`src/rtl/pci_cfg_space.sv`:
```
module pci_cfg_space #(
  parameter logic [15:0] VENDOR_ID  = 16'h1D0F,
  parameter logic [15:0] DEVICE_ID  = 16'h5A31,
  parameter logic [7:0]  REV_ID     = 8'h02,
  parameter logic [23:0] CLASS_CODE = 24'h020000,
  parameter logic [15:0] SUBSYS_VID = 16'h1D0F,
  parameter logic [15:0] SUBSYS_ID  = 16'h0001,
  parameter logic [7:0]  INT_PIN    = 8'h01,
  parameter logic [7:0]  MIN_GNT    = 8'h18,
  parameter logic [7:0]  MAX_LAT    = 8'h18,
  parameter logic [15:0] PMC        = 16'h0002,
  parameter int          IO_SZ      = 5,
  parameter int          MEM_SZ     = 12,
  parameter int          ROM_SZ     = 16
) (
  input  logic        clk,
  input  logic        rst_n,
  input  logic        cfg_req,
  input  logic        cfg_we,
  input  logic [5:0]  cfg_dw,
  input  logic [3:0]  cfg_be,
  input  logic [31:0] cfg_wdata,
  output logic [31:0] cfg_rdata,
  input  logic [5:0]  err_set,
  input  logic [31:0] bus_addr,
  output logic        io_hit,
  output logic        mem_hit,
  output logic        rom_hit,
  output logic        cmd_io_en,
  output logic        cmd_mem_en,
  output logic        cmd_master_en,
  output logic [1:0]  pwr_state
);
  localparam logic [15:0] CMD_M = 16'h0547;
  localparam logic [31:0] IO_M  = 32'hFFFF_FFFF << IO_SZ;
  localparam logic [31:0] MEM_M = 32'hFFFF_FFFF << MEM_SZ;
  localparam logic [31:0] ROM_M = (32'hFFFF_FFFF << ROM_SZ) | 32'h1;

  logic [15:0] cmd;
  logic [5:0]  stat_err;
  logic [31:0] io_bar, mem_bar, rom_bar;
  logic [7:0]  int_line;
  logic [1:0]  pstate;

  wire        wr = cfg_req & cfg_we;
  wire [31:0] bm = {{8{cfg_be[3]}}, {8{cfg_be[2]}}, {8{cfg_be[1]}}, {8{cfg_be[0]}}};
  wire [31:0] wv = cfg_wdata & bm;
  wire [5:0]  clr = (wr && cfg_dw == 6'd1) ? {wv[31:27], wv[24]} : 6'd0;
  wire [15:0] status = {stat_err[5:1], 2'b00, stat_err[0], 3'b000, 1'b1, 4'h0};

  always_ff @(posedge clk) begin
    if (!rst_n) begin
      cmd      <= '0;
      stat_err <= '0;
      io_bar   <= '0;
      mem_bar  <= '0;
      rom_bar  <= '0;
      int_line <= '0;
      pstate   <= '0;
    end else begin
      stat_err <= (stat_err & ~clr) | err_set;
      if (wr) begin
        case (cfg_dw)
          6'd1:  cmd     <= (cmd & ~(bm[15:0] & CMD_M)) | (wv[15:0] & CMD_M);
          6'd4:  io_bar  <= (io_bar & ~(bm & IO_M)) | (wv & IO_M);
          6'd5:  mem_bar <= (mem_bar & ~(bm & MEM_M)) | (wv & MEM_M);
          6'd12: rom_bar <= (rom_bar & ~(bm & ROM_M)) | (wv & ROM_M);
          6'd15: if (cfg_be[0]) int_line <= cfg_wdata[7:0];
          6'd17: if (cfg_be[0]) pstate <= cfg_wdata[1:0];
          default: ;
        endcase
      end
    end
  end

  always_comb begin
    case (cfg_dw)
      6'd0:    cfg_rdata = {DEVICE_ID, VENDOR_ID};
      6'd1:    cfg_rdata = {status, cmd};
      6'd2:    cfg_rdata = {CLASS_CODE, REV_ID};
      6'd4:    cfg_rdata = io_bar | 32'h1;
      6'd5:    cfg_rdata = mem_bar;
      6'd11:   cfg_rdata = {SUBSYS_ID, SUBSYS_VID};
      6'd12:   cfg_rdata = rom_bar;
      6'd13:   cfg_rdata = 32'h0000_0040;
      6'd15:   cfg_rdata = {MAX_LAT, MIN_GNT, INT_PIN, int_line};
      6'd16:   cfg_rdata = {PMC, 8'h00, 8'h01};
      6'd17:   cfg_rdata = {30'd0, pstate};
      default: cfg_rdata = '0;
    endcase
  end

  assign cmd_io_en     = cmd[0];
  assign cmd_mem_en    = cmd[1];
  assign cmd_master_en = cmd[2];
  assign pwr_state     = pstate;
  assign io_hit  = cmd[0] && bus_addr[31:IO_SZ] == io_bar[31:IO_SZ];
  assign mem_hit = cmd[1] && bus_addr[31:MEM_SZ] == mem_bar[31:MEM_SZ];
  assign rom_hit = cmd[1] && rom_bar[0] && bus_addr[31:ROM_SZ] == rom_bar[31:ROM_SZ];
  wire unused_lsb = ^bus_addr[IO_SZ-1:0];
endmodule


```
`config.mk`:
```
export PLATFORM = sky130hd
export DESIGN_NAME = pci_cfg_space
export DESIGN_NICKNAME = d
export VERILOG_FILES = /design/src/rtl/pci_cfg_space.sv
export SDC_FILE = /design/constraint.sdc
export NUM_CORES = 1
export LEC_CHECK = 0
export ABC_AREA = 1
export BUFFER_PORTS_ARGS = -buffer_cell sky130_fd_sc_hd__buf_2
export CORE_ASPECT_RATIO = 0.9
export CORE_MARGIN = 1.5
export CORE_UTILIZATION = 50
export CTS_BUF_LIST = sky130_fd_sc_hd__clkbuf_4
export DETAILED_ROUTE_END_ITERATION = 16
export HOLD_SLACK_MARGIN = 0.12
export PLACE_DENSITY_LB_ADDON = 0.08
export SYNTH_ARGS = -nofsm -noshare
export SYNTH_HDL_FRONTEND = slang
export SYNTH_SLANG_ARGS = --single-unit
```
`constraint.sdc`:
```
create_clock -name clk -period 1.4 [get_ports clk]
set_clock_uncertainty 0.05 [all_clocks]
set_input_delay 0.14 -clock clk [delete_from_list [all_inputs] [get_ports clk]]
set_output_delay 0.14 -clock clk [all_outputs]
set_load 0.005 [all_outputs]
```
# [After elaboration in Yosys (flattened, before gate mapping)]
# Cells that the tools add are included.
[totals] input_bits=84 output_inout_bits=40 reg_bits=128 elab_cells=51
[classes] n_mux=2 eq_ne=13 bitwise_logic=17 reduce_logical=12
[ops] cell="32-bit one-hot mux with 11 select lines" n=1
[ops] cell="32-bit bitwise AND" n=4
[ops] cell="32-bit inverter" n=3
[ops] cell="32-bit bitwise OR" n=3
[ops] cell="27-bit == test" n=1
[ops] cell="6-bit by 4-bit == test with 1-bit output, second input constant" n=4
[ops] cell="20-bit == test" n=1
[ops] cell="16-bit bitwise AND" n=1
[ops] cell="16-bit == test" n=1
[ops] cell="11-bit inverter with 16-bit output" n=1
[ops] cell="16-bit by 11-bit bitwise OR with 16-bit output" n=1
[ops] cell="6-bit by 3-bit == test with 1-bit output, second input constant" n=2
[ops] cell="6-bit by 5-bit == test with 1-bit output, second input constant" n=2
[ops] cell="2-bit AND reduction" n=4
[ops] cell="6-bit bitwise AND" n=1
[ops] cell="6-bit by 1-bit == test with 1-bit output, second input constant" n=1
[ops] cell="6-bit by 2-bit == test with 1-bit output, second input constant" n=1
[ops] cell="6-bit logical NOT" n=1
[ops] cell="6-bit 2-to-1 mux" n=1
[ops] cell="6-bit inverter" n=1
[ops] cell="6-bit bitwise OR" n=1
[ops] cell="3-bit AND reduction" n=2
[ops] cell="1-bit logical AND" n=5
[ops] cell="1-bit bitwise AND" n=1

# [Depth between registers and ports, before layout]
[logic_depth] depth_word=6 mapped_depth=8 mapped_depth_nobuf=8

# [Worst setup path before layout]
# OpenSTA, ideal clock, no wires.
[synth_path] kind="input to output" start="in cfg_dw[0]" end="out cfg_rdata[10]" path_slack_ns=0.123 arrival_time_ns=1.087 cell_stages=7 required_time_ns=1.210 path_buffers=2 path_cell_list="nor2_1 > nand3_1 > buf_4 > inv_1 > buf_2 > nand2_1 > o211ai_1"
[synth_between] elab_chain_cells=2 word_cells_on_any_way=12 cone_classes="10 x eq/ne; 1 x mux; 1 x reduce/logical"
[synth_rtl] element="start: declaration" line="20" text="input logic [5:0] cfg_dw,"
[synth_rtl] element="6-bit by 5-bit == test with 1-bit output, or another cell as far along" line="77" text="case (cfg_dw)"
[synth_rtl] element="32-bit one-hot mux with 11 select lines *" line="77"
[synth_rtl] element="end: declaration" line="23" text="output logic [31:0] cfg_rdata,"
# Every way passes the cells marked *; elsewhere a longest branch is shown, timed or not.

==> impl_summary.txt <==
----------------------------------------------------
[Run status]
  Run status ... finished, violations left
  Failing checks ... setup timing

[Yosys]
  Register bit count reported by yosys ... 86
  Post-synthesis mux area share ... 0
  Main combinational cell family by area after synthesis ... simple AND/OR/NAND/NOR gates
  Sequential element share of the synthesized area ... 0.3182
  Count of cell types in the netlist ... 31
  Number of nets in the synthesized netlist ... approximately 1000
  Fraction of the mapped netlist area in compound gates ... 0.07401
  Mean post-synth cell area ... between 5 and 6 sq um
  Ys Warns ... 0
  Basic-gate share of the synthesized area counting and, or, nand and nor cells ... 0.4639
  Cell type contributing the most total cell area after synthesis ... sky130_fd_sc_hd__dfxtp_1
  Post-synthesis xor/xnor area fraction ... 0.009713
  Share of the synthesized area in the top cell type ... 0.3182
  Synthesized-area fraction occupied by adder cells ... 0
  Most area-consuming cells after synthesis ... sky130_fd_sc_hd__dfxtp_1, sky130_fd_sc_hd__nand2_1, sky130_fd_sc_hd__nor2_1
  Summed instance area of the synthesized netlist ... between 0.005 and 0.006 sq mm
  Post-Synthesis Cells ... approximately 950

[Placement]
  I/O Buffers ... ~120
  Final weighted congestion in routability-driven placement ... 0.9492
  Post-placement setup slack ... -0.1646 ns
  Half-perimeter wire length after placement ... 13980 microns
  Post-place instance area ... roughly 0.0065 sq mm

[Critical path]
  Worst-case register-to-register setup slack ... 0.22 ns
  Data required time of the critical path ... between 1 and 1.5 ns
  Endpoint kind of the worst setup timing path ... output port
  Worst-case reg-to-reg path depth ... 3
  Endpoint of the worst register-to-register path ... stat_err[2]
  Termination of the worst setup path ... mem_hit
  Largest fanout of any net on the critical path ... 3
  Startpoint type of the worst setup path ... flip-flop
  Launch point of the worst reg-to-reg path ... stat_err[2]
  Critical path class ... reg -> out
  Arrival time at the worst endpoint ... ~1.6 ns

[Pwr]
  Leakage ... between 4 and 5 nW
  Clock network fraction of total power ... 0.325
  PwrDens ... 627.4 mW/mm^2
  Cell-internal power ... between 3 and 4 mW
  Sw Ratio ... 0.2772
  Combinational Power Share ... 0.174
  Max IR drop VDD ... roughly 510 uV
  Switching power total ... around 1.4 mW
  Seq pwr share ... 0.501

[Cells and area]
  Area of the multi-input gates ... between 0.003 and 0.004 sq mm
  Count of filler cells inserted in the layout ... 895
  Post-synthesis to final-layout area growth ... 45.40%
  Most frequent cells in the layout ... sky130_fd_sc_hd__nand2_1, sky130_fd_sc_hd__nor2_1, sky130_fd_sc_hd__inv_1
  Proportion of layout cells with a drive suffix above 1 ... 0.3440
  Final net count ... 1263
  Most common cell after layout, fill and taps aside ... sky130_fd_sc_hd__nand2_1
  Final design utilization ... 0.7579
  Finished layout cell area ... approximately 0.0079 sq mm
  Antenna cell count ... 0
  Area taken by flip-flops and latches ... between 0.0015 and 0.002 sq mm

[STA]
  RSZ-0062 raised after global routing ... yes
  Worst setup margin ... -0.4184 ns
  F_max ... between 0.5 and 0.6 GHz
  Final worst path period need ... 1.818 ns
  Hold Vio Cnt, Final ... 0
  Pins Over Slew Limit ... 0
  Period Utilization, post-route ... 1.299
  Total of endpoints with negative setup slack in the final report ... 15
  Total Neg Setup Slack ... -1.944 ns
  Slew at the pin with the worst max-slew slack ... approximately 0.41 ns
  Tightest hold margin ... 0.1737 ns
  Max-slew headroom at the worst pin ... 0.7236

[Die]
  Site Rows ... 35
  Starting utilization of the core area ... 0.5213
  Overall die height ... 101.7 microns
  Die Outline Area ... ~0.011 sq mm
  Width of the die ... approximately 110 microns
  Core Footprint ... around 0.010 sq mm
  Number of top-level pins ... 124

[Clock network]
  Clock latency on the worst-skew pair ... between 0.4 and 0.5 ns
  Cell at the root of the clock tree ... sky130_fd_sc_hd__clkbuf_4
  Clock Path Buffers ... 2
  Number of buffers created by CTS ... 9
  TritonCTS clock tree ... done
  H-tree depth ... 3
  Worst-path clk slew ... 0.14 ns
  Num Clock Sinks ... 86

[Route]
  Number of vias per cell after detailed routing ... ~5.2
  DR WL/cell ... around 15 microns
  Number of DRC markers after the initial detailed-route iteration ... roughly 650
  Number of DRC violations after detailed routing ... 0
  Vias post-DR ... between 6000 and 7000
  Final antenna-violating net count ... 0
  Final routed wirelength across all metal layers ... approximately 20000 microns
  Pre-Repair DR Iteration Count ... 5

[Global routing]
  Maximum number of pins on one net before global-route repair ... 37
  Global route total overflow ... 0
  Vias in the first global route ... roughly 6200
  GRT Resource Usage Total ... 0.3423
  First-pass GRT wire length ... 30390 microns
  Antenna violations before repair ... 0

[Min path]
  Launch point of the worst hold path ... cfg_dw[2]
  Hold WC Path Type ... in -> reg

[Flow run]
  Max-cap violation count ... 0

----------------------------------------------------
==> cells by family after synthesis <==
logic type / after synthesis
DFF: 86
buffers and inverters: 186
xor gates and xnor gates: 6
AOI/OAI and AO/OA: 71
and+or+nand+nor: 602
==> cell type report <==
cell class                      count  area share
Multi-Input combinational cell    679      0.4234
Timing Repair Buffer              244      0.2314
Sequential cell                    86      0.2278
Inverter                          159     0.07778
Tap cell                          129     0.02052
Clock buffer                       10    0.009544
Clock inverter                      5    0.009544
==> critical path, cell delays in order, from the launching register on <==
cell and delay [ns]:
sky130_fd_sc_hd__dfxtp_1 0.37, sky130_fd_sc_hd__xnor2_1 0.26, sky130_fd_sc_hd__nand3_1 0.12, sky130_fd_sc_hd__nor2_1 0.11, sky130_fd_sc_hd__nand2_1 0.06, sky130_fd_sc_hd__nor2_1 0.13
sky130_fd_sc_hd__buf_2 0.13
==> metal layers <==
metal	vias up	GRT usage	wire [microns]
li1	3369	-	-
met1	3135	0.4433	8487
met2	321	0.5886	9309
met3	44	0.06044	1712
met4	0	0.1013	541
met5	-	0	0
==> metrics by stage <==
step / std cells / total power [mW]
global placement: 1234 / 3.157
global route: 1312 / 5.132
floorplan: 951 / 2.824
detailed placement: 1234 / 3.163
CTS: 1305 / 4.868
finish: 1312 / 4.936
==> what timing repair did <==
item / in CTS / in global routing
endpoints found under the setup margin: 31 / 38
buffers inserted: 6 / 13
pin swaps: 27 / 68
gates cloned: 1 / 0
endpoints found under the hold margin: 86 / 0
hold buffers: 49 / 0
gates resized for setup: 91 / 148
==> how the worst min path moves through the flow <==
stage	end	slack, ns	depth (start not counted)
final	flip-flop	0.17	6
after floorplan	stat_err[0]	0.22	2
after global placement	stat_err[3]	0.33	3
after global routing	flip-flop	0.17	6
after detailed placement	flip-flop	0.33	3
after CTS	flip-flop	0.17	5
==> Yosys cell counts <==
library cell               count
sky130_fd_sc_hd__nand2_1     335
sky130_fd_sc_hd__nand3b_1     16
sky130_fd_sc_hd__xnor2_1       4
sky130_fd_sc_hd__nor2_2        2
sky130_fd_sc_hd__nor3_4        1
sky130_fd_sc_hd__buf_2         9
sky130_fd_sc_hd__clkbuf_1     13
sky130_fd_sc_hd__buf_4         2
sky130_fd_sc_hd__a22oi_1       1
sky130_fd_sc_hd__o22ai_1      11
sky130_fd_sc_hd__nand4_2       1
sky130_fd_sc_hd__nand4_1      28
sky130_fd_sc_hd__nand2_2       3
sky130_fd_sc_hd__buf_1         2
sky130_fd_sc_hd__dfxtp_1      86
sky130_fd_sc_hd__nand2_4       1
sky130_fd_sc_hd__xor2_1        2
sky130_fd_sc_hd__clkinv_1      1
sky130_fd_sc_hd__clkinv_2      1
sky130_fd_sc_hd__nand3_1      35
sky130_fd_sc_hd__nor3_1        5
sky130_fd_sc_hd__o211ai_1      4
sky130_fd_sc_hd__inv_1       155
sky130_fd_sc_hd__nor2_1      171
sky130_fd_sc_hd__a21oi_1      27
sky130_fd_sc_hd__o221ai_1      5
sky130_fd_sc_hd__o21ai_0      23
sky130_fd_sc_hd__buf_6         1
sky130_fd_sc_hd__nor2_4        3
sky130_fd_sc_hd__nand3_2       1
sky130_fd_sc_hd__inv_2         2
==> power groups by stage <==
stage / logic, mW / registers, mW / clock network [mW]
floorplan: 0.299 / 2.53 / 0
global placement: 0.629 / 2.53 / 0
detailed placement: 0.635 / 2.53 / 0
CTS: 0.774 / 2.47 / 1.62
global route: 0.927 / 2.47 / 1.73
finish: 0.858 / 2.47 / 1.61
No activity file was read; power rests on OpenSTA's default activity.
